--- config.mk ---
export PLATFORM = sky130hd
export DESIGN_NAME = smm_resume_ctrl
export DESIGN_NICKNAME = d
export VERILOG_FILES = /design/src/rtl/smm_resume_pkg.sv /design/src/rtl/smm_slot_file.sv /design/src/rtl/smm_resume_decide.sv /design/src/rtl/smm_resume_ctrl.sv
export SDC_FILE = /design/constraint.sdc
export NUM_CORES = 1
export LEC_CHECK = 0
export ABC_CLOCK_PERIOD_IN_PS = 2300
export CAP_MARGIN = 0
export CORE_MARGIN = 2
export CORE_UTILIZATION = 42
export DETAILED_ROUTE_END_ITERATION = 6
export PLACE_DENSITY = 0.87
export SLEW_MARGIN = 30
export SYNTH_ARGS = -nofsm -noshare
export SYNTH_HDL_FRONTEND = slang
export SYNTH_SLANG_ARGS = --single-unit
--- constraint.sdc ---
create_clock -name clk -period 2.3 [get_ports clk]
set_clock_uncertainty 0.2 [all_clocks]
set_input_delay 0.23 -clock clk [delete_from_list [all_inputs] [get_ports clk]]
set_output_delay 0.23 -clock clk [all_outputs]
set_load 0.05 [all_outputs]
--- src/rtl/smm_resume_pkg.sv ---
package smm_resume_pkg;

    typedef enum logic [0:0] {
        MODE_NORMAL = 1'b0,
        MODE_SMM    = 1'b1
    } smm_mode_e;

    localparam int ACT_W       = 4;
    localparam int ACT_NEXT    = 0;
    localparam int ACT_AFTER   = 1;
    localparam int ACT_REHALT  = 2;
    localparam int ACT_IO_REEX = 3;

    localparam int IOS_W = 8;
    localparam logic [IOS_W-1:0] IOS_CLEAR = 8'h00;
    localparam logic [IOS_W-1:0] IOS_REEX  = 8'hFF;

    localparam int CLASS_W = 3;
    localparam logic [CLASS_W-1:0] CLS_IN       = 3'd1;
    localparam logic [CLASS_W-1:0] CLS_REP_OUTS = 3'd6;

    function automatic logic class_is_io(input logic [CLASS_W-1:0] cls);
        return (cls >= CLS_IN) && (cls <= CLS_REP_OUTS);
    endfunction

endpackage

--- src/rtl/smm_slot_file.sv ---
module smm_slot_file
    import smm_resume_pkg::*;
#(
    parameter int ADDR_W = 16,
    parameter int DATA_W = 16,
    parameter int IOA_W  = 16,
    parameter logic [ADDR_W-1:0] IO_SLOT_OFS = 16'h7F00,
    parameter logic [ADDR_W-1:0] HALT_OFS    = 16'h7F02,
    parameter logic [ADDR_W-1:0] TRAP_LO_OFS = 16'h7F08,
    parameter logic [ADDR_W-1:0] TRAP_HI_OFS = 16'h7F0A
) (
    input  logic                clk,
    input  logic                rst_n,
    input  logic                cap,
    input  logic                halted,
    input  logic                io_boundary,
    input  logic                back_to_back,
    input  logic [IOA_W-1:0]    io_addr,
    input  logic                io_rw,
    input  logic [CLASS_W-1:0]  insn_class,
    input  logic                wr_en,
    input  logic [ADDR_W-1:0]   addr,
    input  logic [DATA_W-1:0]   wdata,
    output logic [DATA_W-1:0]   rdata,
    output logic                halt_entry,
    output logic                halt_now,
    output logic [IOS_W-1:0]    io_slot,
    output logic                io_bound_entry,
    output logic                b2b_entry
);
    localparam int TRAP_W = IOA_W + DATA_W;
    localparam int RSV_W  = DATA_W - 2;

    typedef struct packed {
        logic              halt_entry;
        logic              halt_now;
        logic [IOS_W-1:0]  io_slot;
        logic              io_bound;
        logic              b2b;
        logic [TRAP_W-1:0] trap;
    } slot_regs_t;

    slot_regs_t regs_d, regs_q;

    always_comb begin
        regs_d = regs_q;
        if (cap) begin
            regs_d.halt_entry = halted;
            regs_d.halt_now   = halted;
            regs_d.io_slot    = IOS_CLEAR;
            regs_d.io_bound   = io_boundary;
            regs_d.b2b        = back_to_back;
            if (back_to_back)
                regs_d.trap = '0;
            else
                regs_d.trap = {io_addr, {RSV_W{1'b0}}, class_is_io(insn_class), io_rw};
        end else if (wr_en) begin
            if (addr == HALT_OFS)
                regs_d.halt_now = wdata[0];
            if (addr == IO_SLOT_OFS)
                regs_d.io_slot = wdata[IOS_W-1:0];
        end
    end

    always_ff @(posedge clk) begin
        if (!rst_n)
            regs_q <= '0;
        else
            regs_q <= regs_d;
    end

    always_comb begin
        rdata = '0;
        unique case (addr)
            HALT_OFS:    rdata[0] = regs_q.halt_now;
            IO_SLOT_OFS: rdata[IOS_W-1:0] = regs_q.io_slot;
            TRAP_LO_OFS: rdata = regs_q.trap[DATA_W-1:0];
            TRAP_HI_OFS: rdata = DATA_W'(regs_q.trap[TRAP_W-1:DATA_W]);
            default:     rdata = '0;
        endcase
    end

    assign halt_entry     = regs_q.halt_entry;
    assign halt_now       = regs_q.halt_now;
    assign io_slot        = regs_q.io_slot;
    assign io_bound_entry = regs_q.io_bound;
    assign b2b_entry      = regs_q.b2b;

    AST_ENTRY_IO_CLEAR: assert property (@(posedge clk) disable iff (!rst_n)
        cap |=> (io_slot == IOS_CLEAR));
    AST_ENTRY_HALT_CAPTURE: assert property (@(posedge clk) disable iff (!rst_n)
        cap |=> (halt_now == $past(halted) && halt_entry == $past(halted)));
    AST_B2B_TRAP_ZERO: assert property (@(posedge clk) disable iff (!rst_n)
        (cap && back_to_back) |=> (regs_q.trap == '0));
    AST_TRAP_STABLE: assert property (@(posedge clk) disable iff (!rst_n)
        !cap |=> $stable(regs_q.trap));

endmodule

--- src/rtl/smm_resume_decide.sv ---
module smm_resume_decide
    import smm_resume_pkg::*;
(
    input  logic              halt_entry,
    input  logic              halt_now,
    input  logic [IOS_W-1:0]  io_slot,
    input  logic              io_bound_entry,
    input  logic              b2b_entry,
    output logic [ACT_W-1:0]  act,
    output logic              err
);
    logic io_req;
    logic io_clr;
    logic err_halt;
    logic err_io;

    always_comb begin
        io_req   = (io_slot == IOS_REEX);
        io_clr   = (io_slot == IOS_CLEAR);
        err_halt = !halt_entry && halt_now;
        err_io   = (!io_req && !io_clr) || (io_req && (!io_bound_entry || b2b_entry));
        err      = err_halt || err_io;
        act      = '0;
        if (!err) begin
            if (io_req)
                act[ACT_IO_REEX] = 1'b1;
            else if (halt_entry && halt_now)
                act[ACT_REHALT] = 1'b1;
            else if (halt_entry)
                act[ACT_AFTER] = 1'b1;
            else
                act[ACT_NEXT] = 1'b1;
        end
    end

    always_comb begin
        AST_ACT_EXCLUSIVE: assert ($countones(act) == (err ? 0 : 1));
    end

endmodule

--- src/rtl/smm_resume_ctrl.sv ---
module smm_resume_ctrl
    import smm_resume_pkg::*;
#(
    parameter int ADDR_W = 16,
    parameter int DATA_W = 16,
    parameter int IOA_W  = 16
) (
    input  logic               clk,
    input  logic               rst_n,
    input  logic               smi_entry,
    input  logic               halted,
    input  logic               io_boundary,
    input  logic               back_to_back,
    input  logic [IOA_W-1:0]   io_addr,
    input  logic               io_rw,
    input  logic [2:0]         insn_class,
    input  logic [ADDR_W-1:0]  hreg_addr,
    input  logic               hreg_wr,
    input  logic [DATA_W-1:0]  hreg_wdata,
    output logic [DATA_W-1:0]  hreg_rdata,
    input  logic               rsm,
    output logic               smm_active,
    output logic               res_valid,
    output logic [3:0]         res_act,
    output logic               res_err
);
    typedef struct packed {
        smm_mode_e         mode;
        logic              res_valid;
        logic [ACT_W-1:0]  res_act;
        logic              res_err;
    } ctrl_regs_t;

    ctrl_regs_t ctrl_d, ctrl_q;

    logic              cap;
    logic              wr_en;
    logic              halt_entry;
    logic              halt_now;
    logic [IOS_W-1:0]  io_slot;
    logic              io_bound_entry;
    logic              b2b_entry;
    logic [ACT_W-1:0]  dec_act;
    logic              dec_err;

    assign cap   = (ctrl_q.mode == MODE_NORMAL) && smi_entry;
    assign wr_en = (ctrl_q.mode == MODE_SMM) && hreg_wr && !rsm;

    smm_slot_file #(
        .ADDR_W (ADDR_W),
        .DATA_W (DATA_W),
        .IOA_W  (IOA_W)
    ) i_slots (
        .clk            (clk),
        .rst_n          (rst_n),
        .cap            (cap),
        .halted         (halted),
        .io_boundary    (io_boundary),
        .back_to_back   (back_to_back),
        .io_addr        (io_addr),
        .io_rw          (io_rw),
        .insn_class     (insn_class),
        .wr_en          (wr_en),
        .addr           (hreg_addr),
        .wdata          (hreg_wdata),
        .rdata          (hreg_rdata),
        .halt_entry     (halt_entry),
        .halt_now       (halt_now),
        .io_slot        (io_slot),
        .io_bound_entry (io_bound_entry),
        .b2b_entry      (b2b_entry)
    );

    smm_resume_decide i_decide (
        .halt_entry     (halt_entry),
        .halt_now       (halt_now),
        .io_slot        (io_slot),
        .io_bound_entry (io_bound_entry),
        .b2b_entry      (b2b_entry),
        .act            (dec_act),
        .err            (dec_err)
    );

    always_comb begin
        ctrl_d           = ctrl_q;
        ctrl_d.res_valid = 1'b0;
        ctrl_d.res_act   = '0;
        ctrl_d.res_err   = 1'b0;
        unique case (ctrl_q.mode)
            MODE_NORMAL: begin
                if (smi_entry)
                    ctrl_d.mode = MODE_SMM;
            end
            MODE_SMM: begin
                if (rsm) begin
                    ctrl_d.mode      = MODE_NORMAL;
                    ctrl_d.res_valid = 1'b1;
                    ctrl_d.res_act   = dec_act;
                    ctrl_d.res_err   = dec_err;
                end
            end
            default: ctrl_d.mode = MODE_NORMAL;
        endcase
    end

    always_ff @(posedge clk) begin
        if (!rst_n) begin
            ctrl_q.mode      <= MODE_NORMAL;
            ctrl_q.res_valid <= 1'b0;
            ctrl_q.res_act   <= '0;
            ctrl_q.res_err   <= 1'b0;
        end else begin
            ctrl_q <= ctrl_d;
        end
    end

    assign smm_active = (ctrl_q.mode == MODE_SMM);
    assign res_valid  = ctrl_q.res_valid;
    assign res_act    = ctrl_q.res_act;
    assign res_err    = ctrl_q.res_err;

    AST_RESULT_ONE_CYCLE: assert property (@(posedge clk) disable iff (!rst_n)
        res_valid |=> !res_valid);
    AST_RESULT_LEAVES_SMM: assert property (@(posedge clk) disable iff (!rst_n)
        res_valid |-> !smm_active);
    AST_IDLE_NO_WRITE: assert property (@(posedge clk) disable iff (!rst_n)
        (!smm_active && !smi_entry) |=> ($stable(io_slot) && $stable(halt_now)));
    AST_ILLEGAL_HALT_FLAG: assert property (@(posedge clk) disable iff (!rst_n)
        (smm_active && rsm && !halt_entry && halt_now) |=> (res_err && res_act == '0));
    AST_STRAY_RSM: assert property (@(posedge clk) disable iff (!rst_n)
        (!smm_active && rsm) |=> !res_valid);
    AST_NESTED_ENTRY: assert property (@(posedge clk) disable iff (!rst_n)
        (smm_active && smi_entry && !rsm && !hreg_wr) |=> ($stable(io_slot) && $stable(halt_entry)));

endmodule

After elaboration in Yosys (flattened, before gate mapping)
Index checks and enable logic that the tools add are counted.

cells by class
  $lt $le $gt $ge = 2
  equal/unequal tests = 5
  mux-type cells = 18
  bitwise gates (word level) = 3
  reductions and logical operators = 27

operator list
  kind                                                                     count
  16-bit by 15-bit equality test with 1-bit output, second input constant  4
  32-bit 2-to-1 mux                                                        1
  7-bit case mux with 3 select lines                                       1
  9-bit 2-to-1 mux                                                         2
  8-bit case mux with 2 select lines                                       1
  8-bit equality test, second input constant                               1
  1-bit logical AND                                                        8
  8-bit logical NOT                                                        1
  8-bit 2-to-1 mux                                                         1
  7-bit 2-to-1 mux                                                         1
  1-bit 2-to-1 mux                                                         6
  2-bit AND reduction                                                      3
  6-bit OR reduction                                                       1
  1-bit logical NOT                                                        5
  5-bit OR reduction                                                       1
  4-bit 2-to-1 mux                                                         1
  1-bit case mux with 4 select lines                                       1
  2-bit nonzero test                                                       2
  4-bit OR reduction                                                       1
  3-bit by 1-bit >= comparator with 1-bit output, second input constant    1
  3-bit <= comparator, second input constant                               1
  1-bit logical OR                                                         3
  3-bit 2-to-1 mux                                                         1
  1-bit NOT                                                                3
  other kinds (4)                                                          4

storage, ports and cells
  flip-flop bits (word level) = 51
  input port bits = 60
  output and inout bits = 23
  word-level logic and storage cells = 67

Depth between registers and ports, before layout
Gate-level depths: netlist (run 1).

  depth in word-level cells = 8
  depth in mapped cells = 6
  depth with buffers taken out = 4

Hierarchy
A second synthesis (run 1) with hierarchy kept.

second synthesis, totals
  cell total of the unflattened synthesis = 173
  area total of the unflattened synthesis = 1,737.9 um^2

by module, submodules not included
  module             instances  cells an instance  area each (um^2)  sequential area each (um^2)
  smm_slot_file      1          142                1,436.4           600.6
  smm_resume_ctrl    1          17                 209.0             140.1
  smm_resume_decide  1          14                 92.6              0.0

Worst setup path after synthesis (run 1)
No wires, ideal clock.

  path type = input to output
  start point = input hreg_addr[0]
  end point = output hreg_rdata[1]
  arrival = 1,647 ps
  required time = 1,870 ps
  setup slack = 223 ps
  stages on the path = 4
  path buffers = 1
  path through = nor4b_1 > nand4_1 > buf_2 > nor2_1

between the ends
  cells in the longest elaborated chain, start to end = 2
  elaborated cells on any way between the ends = 4
  those cells by class = 3 x eq/ne; 1 x mux

RTL lines
  what                                              line                   RTL
  start, declared                                   smm_resume_ctrl.sv:17  input logic [ADDR_W-1:0] hreg_addr,
  16-bit by 15-bit equality test with 1-bit output  smm_slot_file.sv:74    unique case (addr)
  7-bit case mux with 3 select lines (*)            smm_slot_file.sv:74
  end, declared                                     smm_resume_ctrl.sv:20  output logic [DATA_W-1:0] hreg_rdata,

Every way passes the cells marked *; elsewhere a longest branch is shown, timed or not.

Worst setup path after layout (run 1)
  start point = input hreg_addr[11]
  end point = output hreg_rdata[12]

between the ends
  cells in the longest elaborated chain, start to end = 2
  elaborated cells on any way between the ends = 3
  those cells by class = 2 x eq/ne; 1 x mux

RTL lines
  what                                              line
  16-bit by 15-bit equality test with 1-bit output  smm_slot_file.sv:74
  8-bit case mux with 2 select lines (*)            smm_slot_file.sv:74

Marks and branches as above.

==> results of run 1 <==
-- logic make-up (layout without fill, tap and decap cells) --
kind of cell    Yosys count  after routing  synth area share
flops                    37             37            0.4611
buf+inv                  13             92           0.04206
compound gates           46             46            0.2149
simple gates             61             61            0.2430
mux                       5              5           0.03894
-- final timing paths --
check / startpoint / to / slack (ps) / depth (start not counted)
min reg2reg: i_slots.regs_q[30] / i_slots.regs_q[30] / 270 / 1
max: hreg_addr[11] / hreg_rdata[12] / 110 / 6
min: i_slots.regs_q[30] / i_slots.regs_q[30] / 270 / 1
max reg2reg: smm_active / i_slots.io_slot[4] / 470 / 3
-- report_power, final --
group | total, mW | leakage [nW] | internal [mW] | switching, mW
Sequential | 0.675 | 0.301 | 0.662 | 0.0138
Clock | 0.448 | 0.0443 | 0.237 | 0.210
Combinational | 0.186 | 0.659 | 0.119 | 0.0673
-- cells in the final DEF, fill, tap and decap left out, types with 6 or more instances in the layout --
cell type,n
sky130_fd_sc_hd__a21boi_1,8
sky130_fd_sc_hd__a22o_1,17
sky130_fd_sc_hd__a22oi_1,6
sky130_fd_sc_hd__and3_1,8
sky130_fd_sc_hd__buf_12,16
sky130_fd_sc_hd__buf_4,9
sky130_fd_sc_hd__clkbuf_8,6
sky130_fd_sc_hd__clkdlybuf4s50_1,58
sky130_fd_sc_hd__dfxtp_1,37
sky130_fd_sc_hd__nand3_1,10
sky130_fd_sc_hd__nor2_1,11
sky130_fd_sc_hd__o21ai_0,9
-- metrics by stage --
| step | area, um2 | setup slack (ps) | hold WS [ps] | cells |
|---|---|---|---|---|
| global route | 2675 | 18.38 | 285.6 | 289 |
| finish | 2675 | 114.8 | 273.6 | 289 |
| detailed placement | 2575 | 43.25 | 251.9 | 282 |
| global placement | 2575 | 92.64 | 248.6 | 282 |
| CTS | 2661 | 50.07 | 274.3 | 289 |
| floorplan | 1607 | 223.0 | 158.2 | 162 |
-- sequential cells by signal, summed over array words and instances (netlist names) --
signal,cells
i_slots.io_bound_entry,1
i_slots.halt_now,1
res_act,4
i_slots.regs_q,18
i_slots.io_slot,8
smm_active,1
res_err,1
res_valid,1
i_slots.halt_entry,1
i_slots.b2b_entry,1
-- critical path, cell delays in order --
cell                              delay (ps)
sky130_fd_sc_hd__clkdlybuf4s50_1         440
sky130_fd_sc_hd__nor4bb_2                300
sky130_fd_sc_hd__and4_1                  230
sky130_fd_sc_hd__buf_4                   160
sky130_fd_sc_hd__and3_1                  240
sky130_fd_sc_hd__buf_12                  150
-- routing by layer --
metal  GRT usage  vias up  routed length, um
met3     0.05963       10                304
met5           0        -                  0
li1            -      770                  -
met2      0.3838       73               2296
met4     0.09896        0                 97
met1      0.2761      726               1730
-- what timing repair did --
item / CTS / global route
endpoints found under the setup margin: 0 / 10
hold endpoints to repair: 0 / 0
gates resized for setup: 0 / 3
hold buffers: 0 / 0
-- layout make-up --
class                           instances  area [um2]  share of cell area
Timing Repair Buffer                   83       968.4              0.3620
Multi-Input combinational cell        112       812.0              0.3036
Sequential cell                        37       740.7              0.2769
Clock buffer                            7       86.33             0.03227
Tap cell                               48       60.06             0.02245
Inverter                                2       7.507            0.002806
==> results.py, run 1 <==
metrics = {
    "status": {
        "outcome": "complete, no violations",
    },
    "clocking": {
        "worstSkewPairLatency_ps": 280,
        "cts_tree": "done",
        "clkTransAtPathRegs_ps": 70,
        "cts_made_buffers": 5,
        "ctsRootBufferMaster": "sky130_fd_sc_hd__clkbuf_8",
        "clock_sink_count": 37,
        "cts.path.max_buffers": 2,
        "cts_setup_buffers": 0,
        "htree_levels": 2,
    },
    "sta": {
        "timing.final.hold_violations": 0,
        "final_period_minus_worst_setup_slack_ps": 2185,
        "finalSetupViolCount": 0,
        "worst_slew_margin_rel": 0.3881,
        "timing.final.max_slew_violations": 0,
        "timing.final.crit_share": 0.9501,
        "grt_setup_unrepaired": "false",
        "totalNegativeSetupSlack_ps": 0,
        "worst_slew_pin_slew_ps": 917.9,
        "highest_clock_rate_mhz": 457.6,
    },
    "synthesis": {
        "syn_area_per_cell_um2": 9.917,
        "ys_types": 35,
        "postSynthCellCount": 162,
        "synth_top_area_cell": "sky130_fd_sc_hd__dfxtp_1",
        "synth.most_common_cell": "sky130_fd_sc_hd__dfxtp_1",
        "mappedNetlistNets": 222,
        "synth.yosys.warnings": 0,
        "synth_edf_count": 0,
        "mappedNetlistArea_um2": 1607,
        "top_cells_by_count_synth": "37 x sky130_fd_sc_hd__dfxtp_1, 17 x sky130_fd_sc_hd__a22o_1, 11 x sky130_fd_sc_hd__nor2_1",
        "synth_area_leaders": "sky130_fd_sc_hd__dfxtp_1 46%, sky130_fd_sc_hd__a22o_1 9.3%, sky130_fd_sc_hd__a21boi_1 3.7%",
        "yosysTopAreaCellShare": 0.4611,
        "postSynthRegisterBits": 37,
        "synth-async-reset-ratio": 0,
        "synth_flop_cell": "sky130_fd_sc_hd__dfxtp_1",
        "yosysSeqAreaShare": 0.4611,
    },
    "detailed_routing": {
        "via_count": 1579,
        "remaining_drc_errors": 0,
        "initial_drt_markers": 82,
        "wl_um": 4429,
        "route.detailed.wl_per_inst_um": 15.33,
        "drtAntennaViolNets": 0,
        "via_per_inst": 5.464,
        "drt-pass1-iter-count": 4,
    },
    "critical_path": {
        "worstSetupEndpointType": "output port",
        "timing.setup.critical_path_class": "input port to output port",
        "wp_data_required_ps": 1870,
        "worst-endpoint-arrival_ps": 1760,
        "worstSetupStartpointType": "input port",
        "worstPathMaxFanout": 10,
    },
    "global_routing": {
        "pin_count_of_the_biggest_net_entering_global_routing": 27,
        "grt_use_total": 0.2294,
        "first_global_vias": 1600,
        "grt-ovfl-total": 0,
        "grt_first_pass_wirelength_um": 7514,
        "initial_antenna_violation_count": 0,
    },
    "cells_and_area": {
        "num_antenna_cells": 0,
        "syn2layout_area_growth_pct": 66.51,
        "layout.filler_cells": 260,
        "final_layout_size_suffix_gt1_frac": 0.1743,
        "finalCoreUtilization": 0.7307,
        "finalNetCount": 301,
    },
    "power": {
        "irDropWorstVdd_mv": 0.3405,
        "power_density_nw_per_um2": 489.5,
        "power_leakage_nw": 1.004,
        "finalPower_mw": 1.310,
    },
    "floorplanning": {
        "floorplan.die.height_um": 65.85,
        "die_area_um2": 4336,
        "boundaryPins": 83,
        "placeableCoreArea_um2": 3661,
        "rows": 22,
        "initial_utilization": 0.4388,
        "die_x_um": 65.85,
    },
    "place": {
        "finalWeightedCongestion": 0.7844,
        "hpwlAfterDp_um": 3339,
        "port_buffers": 74,
    },
    "worst_hold_path": {
        "min-delay-path-class": "register to register",
    },
    "job": {
        "max-cap-violations": 0,
    },
}
(Power assumes the default switching activity.)
==> inputs of run 2 (changes only) <==
Settings changed: GPL_TIMING_DRIVEN set to 0.
==> run 2 against run 1 <==
  * Flip-flop and latch count unchanged
  * Clock-buffer cell count stayed put
  * Power about the same
  * Cell count rose by 0.35%
==> results.py, run 2 (synthesized netlist as in run 1, its figures left out) <==
metrics = {
    "critical_path": {
        "critical_path_buffer_and_inverter_count": 3,
        "worst_path_max_delay_cell": "sky130_fd_sc_hd__clkdlybuf4s50_1",
        "worstPathMaxFanout": 10,
        "worstSetupStartpointType": "input port",
        "crit_path_cell_trace": "clkdlybuf4s50_1, nor4bb_4, nand4_1, buf_2, nor2_1, buf_2",
        "timing.critical_path.mode_cell": "sky130_fd_sc_hd__buf_2",
        "critical_path.max_stage_delay_ps": 450,
        "timing.critical_path.max_delay_family": "buffers and inverters",
        "worstSetupEndpointType": "output port",
        "wp_data_required_ps": 1870,
        "timing.setup.critical_path_class": "input port to output port",
        "timing.critical_path.from": "hreg_addr[15]",
        "worst-endpoint-arrival_ps": 1790,
        "critical_path.reg2reg.startpoint": "smm_active",
    },
    "global_routing": {
        "gr-usage-met3": 0.05111,
        "pin_count_of_the_biggest_net_entering_global_routing": 19,
        "grt_most_used_layer": "met2",
        "grt-ovfl-total": 0,
        "gr-usage-met1": 0.2441,
        "gr-usage-met2": 0.3409,
        "initial_antenna_violation_count": 0,
        "grt_use_total": 0.2019,
        "first_global_vias": 1436,
        "grt_first_pass_wirelength_um": 6686,
    },
    "power": {
        "power_leakage_nw": 0.9708,
        "power_density_nw_per_um2": 529.5,
        "finalPower_mw": 1.311,
        "irDropWorstVdd_mv": 0.2829,
    },
    "floorplanning": {
        "floorplan.die.height_um": 65.85,
        "initial_utilization": 0.4388,
        "rows": 22,
        "die_area_um2": 4336,
        "boundaryPins": 83,
        "die_x_um": 65.85,
        "placeableCoreArea_um2": 3661,
    },
    "clocking": {
        "htree_levels": 2,
        "clkTransAtPathRegs_ps": 70,
        "ctsRootBufferMaster": "sky130_fd_sc_hd__clkbuf_8",
        "ctsHoldBuffers": 0,
        "clock_sink_count": 37,
        "worstSkewPairLatency_ps": 290,
        "cts_tree": "done",
        "cts_made_buffers": 5,
        "cts.path.max_buffers": 2,
    },
    "worst_hold_path": {
        "worst_hold_startpoint": "i_slots.regs_q[24]",
        "min-delay-path-class": "register to register",
    },
    "sta": {
        "final_period_minus_worst_setup_slack_ps": 2215,
        "timing.final.crit_share": 0.9632,
        "worst_slew_margin_rel": 0.6728,
        "worst_slew_pin_slew_ps": 489.2,
        "grt_setup_unrepaired": "false",
        "finalSetupViolCount": 0,
        "highest_clock_rate_mhz": 451.4,
        "timing.final.max_slew_violations": 0,
        "worst_slack_ps": 84.65,
        "timing.final.hold_violations": 0,
        "totalNegativeSetupSlack_ps": 0,
    },
    "cells_and_area": {
        "regMostFlops": "i_slots.regs_q",
        "largest_register_ff_count": 18,
        "num_antenna_cells": 0,
        "finalNetCount": 302,
        "syn2layout_area_growth_pct": 54.05,
        "final_layout_size_suffix_gt1_frac": 0.1777,
        "finalCoreUtilization": 0.6760,
        "stdcell_area_um2": 2475,
        "most-common-layout-cells": "57 x sky130_fd_sc_hd__clkdlybuf4s50_1, 37 x sky130_fd_sc_hd__dfxtp_1, 17 x sky130_fd_sc_hd__a22o_1",
        "layout.cells.most_common": "sky130_fd_sc_hd__clkdlybuf4s50_1",
    },
    "detailed_routing": {
        "via_per_inst": 5.397,
        "remaining_drc_errors": 0,
        "drtAntennaViolNets": 0,
        "initial_drt_markers": 126,
        "drt-pass1-iter-count": 4,
        "wl_um": 4006,
        "route.detailed.wl_per_inst_um": 13.81,
        "via_count": 1565,
    },
    "place": {
        "placement.cell_area_um2": 2407,
        "placement.setup.worst_slack_ps": -727.1,
        "hpwlAfterDp_um": 2911,
        "finalWeightedCongestion": 0.8034,
        "port_buffers": 74,
    },
    "job": {
        "max-cap-violations": 0,
    },
    "status": {
        "outcome": "complete, no violations",
    },
}
run 2: cell count changes in the layout (fill, tap and decap cells not counted):
cell,change
sky130_fd_sc_hd__buf_2,+8
sky130_fd_sc_hd__dlygate4sd2_1,+1
sky130_fd_sc_hd__clkbuf_2,+1
sky130_fd_sc_hd__buf_6,+2
sky130_fd_sc_hd__nor4bb_2,-1
sky130_fd_sc_hd__buf_12,-16
sky130_fd_sc_hd__clkdlybuf4s50_1,-1
sky130_fd_sc_hd__nor4bb_4,+1
sky130_fd_sc_hd__buf_4,+3
sky130_fd_sc_hd__clkbuf_4,+3
run 2: what timing repair did:
action,4_1_cts,5_1_grt
pin swaps,1,0
resized for setup,97,5
setup buffers,1,0
endpoints found under the setup margin,16,13
run 2: path summary, 6_finish.rpt:
kind                                            to  slack (ps)  depth (start not counted)
worst max-delay path                 hreg_rdata[3]          80                          6
worst min-delay path            i_slots.regs_q[24]         270                          1
worst max register to register  i_slots.regs_q[31]         550                          5
worst min register to register  i_slots.regs_q[24]         270                          1
run 2: cell type report:
cell class | count | area, um2
fill | 303 | 1186
multi-input combinational | 112 | 820.8
sequential | 37 | 740.7
timing repair buffer | 75 | 705.7
clock buffer | 7 | 86.33
tap | 48 | 60.06
buffer | 9 | 53.80
inverter | 2 | 7.507
run 2: report_power, final:
part / total [mW] / leakage, nW / switching, mW / internal, mW
registers: 0.674 / 0.301 / 0.0129 / 0.662
logic: 0.184 / 0.626 / 0.0657 / 0.118
clock network: 0.453 / 0.0443 / 0.215 / 0.237
total: 1.31 / 0.971 / 0.294 / 1.02
run 2: worst reg2reg max path: stages (launching register included):
cell and delay [ps]:
sky130_fd_sc_hd__dfxtp_1 340, sky130_fd_sc_hd__nand2b_1 140, sky130_fd_sc_hd__buf_2 180, sky130_fd_sc_hd__nor3b_4 430
sky130_fd_sc_hd__buf_4 260, sky130_fd_sc_hd__a22o_1 160
run 2: routing by layer:
layer	vias to the layer above	part of all wire
li1	771	-
met1	727	0.42
met2	62	0.49
met3	5	0.075
met4	0	0.010
met5	-	0
run 2: stage by stage:
stage	hold slack, ps	instances
2_1_floorplan	158.2	162
3_3_place_gp	249.8	284
3_5_place_dp	247.8	284
4_1_cts	275.8	291
5_1_grt	289.6	290
6_report	272.7	290
==> inputs of run 3 (changes only) <==
Settings changed: ABC_CLOCK_PERIOD_IN_PS 2300 to 1800, CORE_UTILIZATION 42 to 35, PLACE_DENSITY 0.87 to 0.78.
Clock period 2.3 ns to 1.8 ns, I/O delays scaled along.
==> run 3 against run 2 <==
  * Combinational power increased by 28%
  * Cell count increased by 4.5%
  * Sequential power increased by 28%
  * Critical path depth decreased by 3
  * Clock-buffer cell count unchanged
  * Power increased by 27%
  * Worst hold slack got worse by 96 ps
  * Die area increased by 19%
  * Critical path type is now register to output port
  * Critical endpoint is now hreg_rdata[0]
  * Largest power group unchanged
==> results.py, run 3 (synthesized netlist as in run 1, its figures left out) <==
metrics = {
    "critical_path": {
        "critical_path.reg2reg.startpoint": "smm_active",
        "worstPathMaxFanout": 4,
        "worst-endpoint-arrival_ps": 1380,
        "rr_worst_depth": 6,
        "timing.critical_path.from": "i_slots.io_slot[0]",
        "timing.setup.critical_path_class": "register to output port",
        "wp_data_required_ps": 1420,
        "r2r_setup_slack_ps": 100,
        "worstSetupStartpointType": "register",
        "worstSetupEndpointType": "output port",
        "r2r_end": "i_slots.regs_q[1]",
    },
    "cells_and_area": {
        "regMostFlops": "i_slots.regs_q",
        "finalCoreUtilization": 0.6096,
        "most-common-layout-cells": "40 x sky130_fd_sc_hd__clkdlybuf4s50_1, 34 x sky130_fd_sc_hd__dfxtp_1, 17 x sky130_fd_sc_hd__a22o_1",
        "num_antenna_cells": 0,
        "layout.cells.most_common": "sky130_fd_sc_hd__clkdlybuf4s50_1",
        "final_layout_size_suffix_gt1_frac": 0.3108,
        "stdcell_area_um2": 2673,
        "finalNetCount": 311,
        "largest_register_ff_count": 18,
        "syn2layout_area_growth_pct": 66.35,
    },
    "detailed_routing": {
        "drt-pass1-iter-count": 4,
        "via_per_inst": 5.304,
        "via_count": 1607,
        "initial_drt_markers": 62,
        "remaining_drc_errors": 0,
        "wl_um": 4602,
        "route.detailed.wl_per_inst_um": 15.19,
        "drtAntennaViolNets": 0,
    },
    "floorplanning": {
        "initial_utilization": 0.3664,
        "placeableCoreArea_um2": 4384,
        "die_area_um2": 5148,
        "die_x_um": 71.75,
        "boundaryPins": 83,
        "rows": 24,
        "floorplan.die.height_um": 71.75,
    },
    "clocking": {
        "cts_made_buffers": 5,
        "worstSkewPairLatency_ps": 280,
        "ctsRootBufferMaster": "sky130_fd_sc_hd__clkbuf_8",
        "ctsHoldBuffers": 0,
        "clkTransAtPathRegs_ps": 70,
        "cts_tree": "done",
        "htree_levels": 2,
        "clock_sink_count": 37,
        "cts.path.max_buffers": 2,
    },
    "sta": {
        "highest_clock_rate_mhz": 569.2,
        "worst_slew_margin_rel": 0.6669,
        "totalNegativeSetupSlack_ps": 0,
        "worst_slew_pin_slew_ps": 498.9,
        "final_period_minus_worst_setup_slack_ps": 1757,
        "timing.final.max_slew_violations": 0,
        "timing.final.hold_violations": 0,
        "hold_slack_ps": 176.8,
        "finalSetupViolCount": 0,
        "grt_setup_unrepaired": "false",
        "timing.final.crit_share": 0.9760,
    },
    "place": {
        "placement.cell_area_um2": 2424,
        "port_buffers": 74,
        "finalWeightedCongestion": 0.7790,
        "hpwlAfterDp_um": 3132,
    },
    "power": {
        "irDropWorstVdd_mv": 0.4044,
        "power_density_nw_per_um2": 624.6,
        "power_leakage_nw": 1.076,
    },
    "global_routing": {
        "first_global_vias": 1564,
        "grt_use_total": 0.1842,
        "grt_first_pass_wirelength_um": 7410,
        "pin_count_of_the_biggest_net_entering_global_routing": 11,
        "grt-ovfl-total": 0,
        "initial_antenna_violation_count": 0,
    },
    "status": {
        "outcome": "complete, no violations",
    },
    "worst_hold_path": {
        "timing.hold.worst_path_depth": 3,
        "worst_hold_startpoint": "hreg_addr[1]",
        "hold_end": "i_slots.halt_now",
        "min-delay-path-class": "input port to register",
    },
    "job": {
        "max-cap-violations": 0,
    },
}
## run 3: cell types whose count changed in the layout (fill, tap and decap cells not counted), moves of 3 or more
cell and delta:
sky130_fd_sc_hd__buf_6 +7, sky130_fd_sc_hd__clkbuf_2 +4, sky130_fd_sc_hd__and3_1 -8, sky130_fd_sc_hd__nor2_2 +4, sky130_fd_sc_hd__dfxtp_2 +3, sky130_fd_sc_hd__buf_8 +7
sky130_fd_sc_hd__and3_4 +6, sky130_fd_sc_hd__clkdlybuf4s50_1 -17, sky130_fd_sc_hd__dfxtp_1 -3, sky130_fd_sc_hd__nor2_1 -4, sky130_fd_sc_hd__dlygate4sd2_1 +6
## run 3: final cells by class
cell class	count	area [um2]
fill	387	1712
buffer	9	58.81
multi-input combinational	112	883.3
tap	52	65.06
clock buffer	7	86.33
sequential	37	744.5
inverter	2	7.507
timing repair buffer	84	827.0
## run 3: worst max-delay path by stage
stage,end,slack (ps)
floorplan,hreg_rdata[1],-180
CTS,hreg_rdata[9],1
global route,res_act[3],5
global placement,hreg_rdata[5],-1150
finish,hreg_rdata[0],40
detailed placement,hreg_rdata[5],-1200
## run 3: worst max-delay path, stage by stage (launching register included)
cell                      delay [ps]
sky130_fd_sc_hd__dfxtp_2         340
sky130_fd_sc_hd__mux4_2          440
sky130_fd_sc_hd__and2_4          170
sky130_fd_sc_hd__buf_6           140
## run 3: repair_timing
| action | 4_1_cts | 5_1_grt |
|---|---|---|
| endpoints found under the hold margin | 0 | 0 |
| pin swaps | 11 | 6 |
| endpoints found under the setup margin | 19 | 28 |
| resized for setup | 158 | 22 |
| gates cloned | 1 | 0 |
| buffers inserted | 5 | 4 |
## run 3: through the flow
stage,power [mW],std cells,worst slack (ps)
floorplan,0.9665,162,-177.0
global placement,1.109,288,-1154
detailed placement,1.113,288,-1199
CTS,1.677,299,1.358
global route,1.725,303,5.136
finish,1.669,303,43.15
## run 3: where the power goes
| part | switching, mW | internal [mW] |
|---|---|---|
| logic | 0.0927 | 0.142 |
| clock network | 0.268 | 0.303 |
| registers | 0.0164 | 0.846 |
## run 3: metal layers
| metal | track usage | wire (um) | vias to the layer above | share of wire |
|---|---|---|---|---|
| met2 | 0.3066 | 2319 | 54 | 0.50 |
| li1 | - | - | 787 | - |
| met1 | 0.2349 | 1927 | 759 | 0.42 |
| met5 | 0 | 0 | - | 0 |
| met4 | 0.05031 | 58 | 0 | 0.013 |
| met3 | 0.05063 | 296 | 7 | 0.064 |
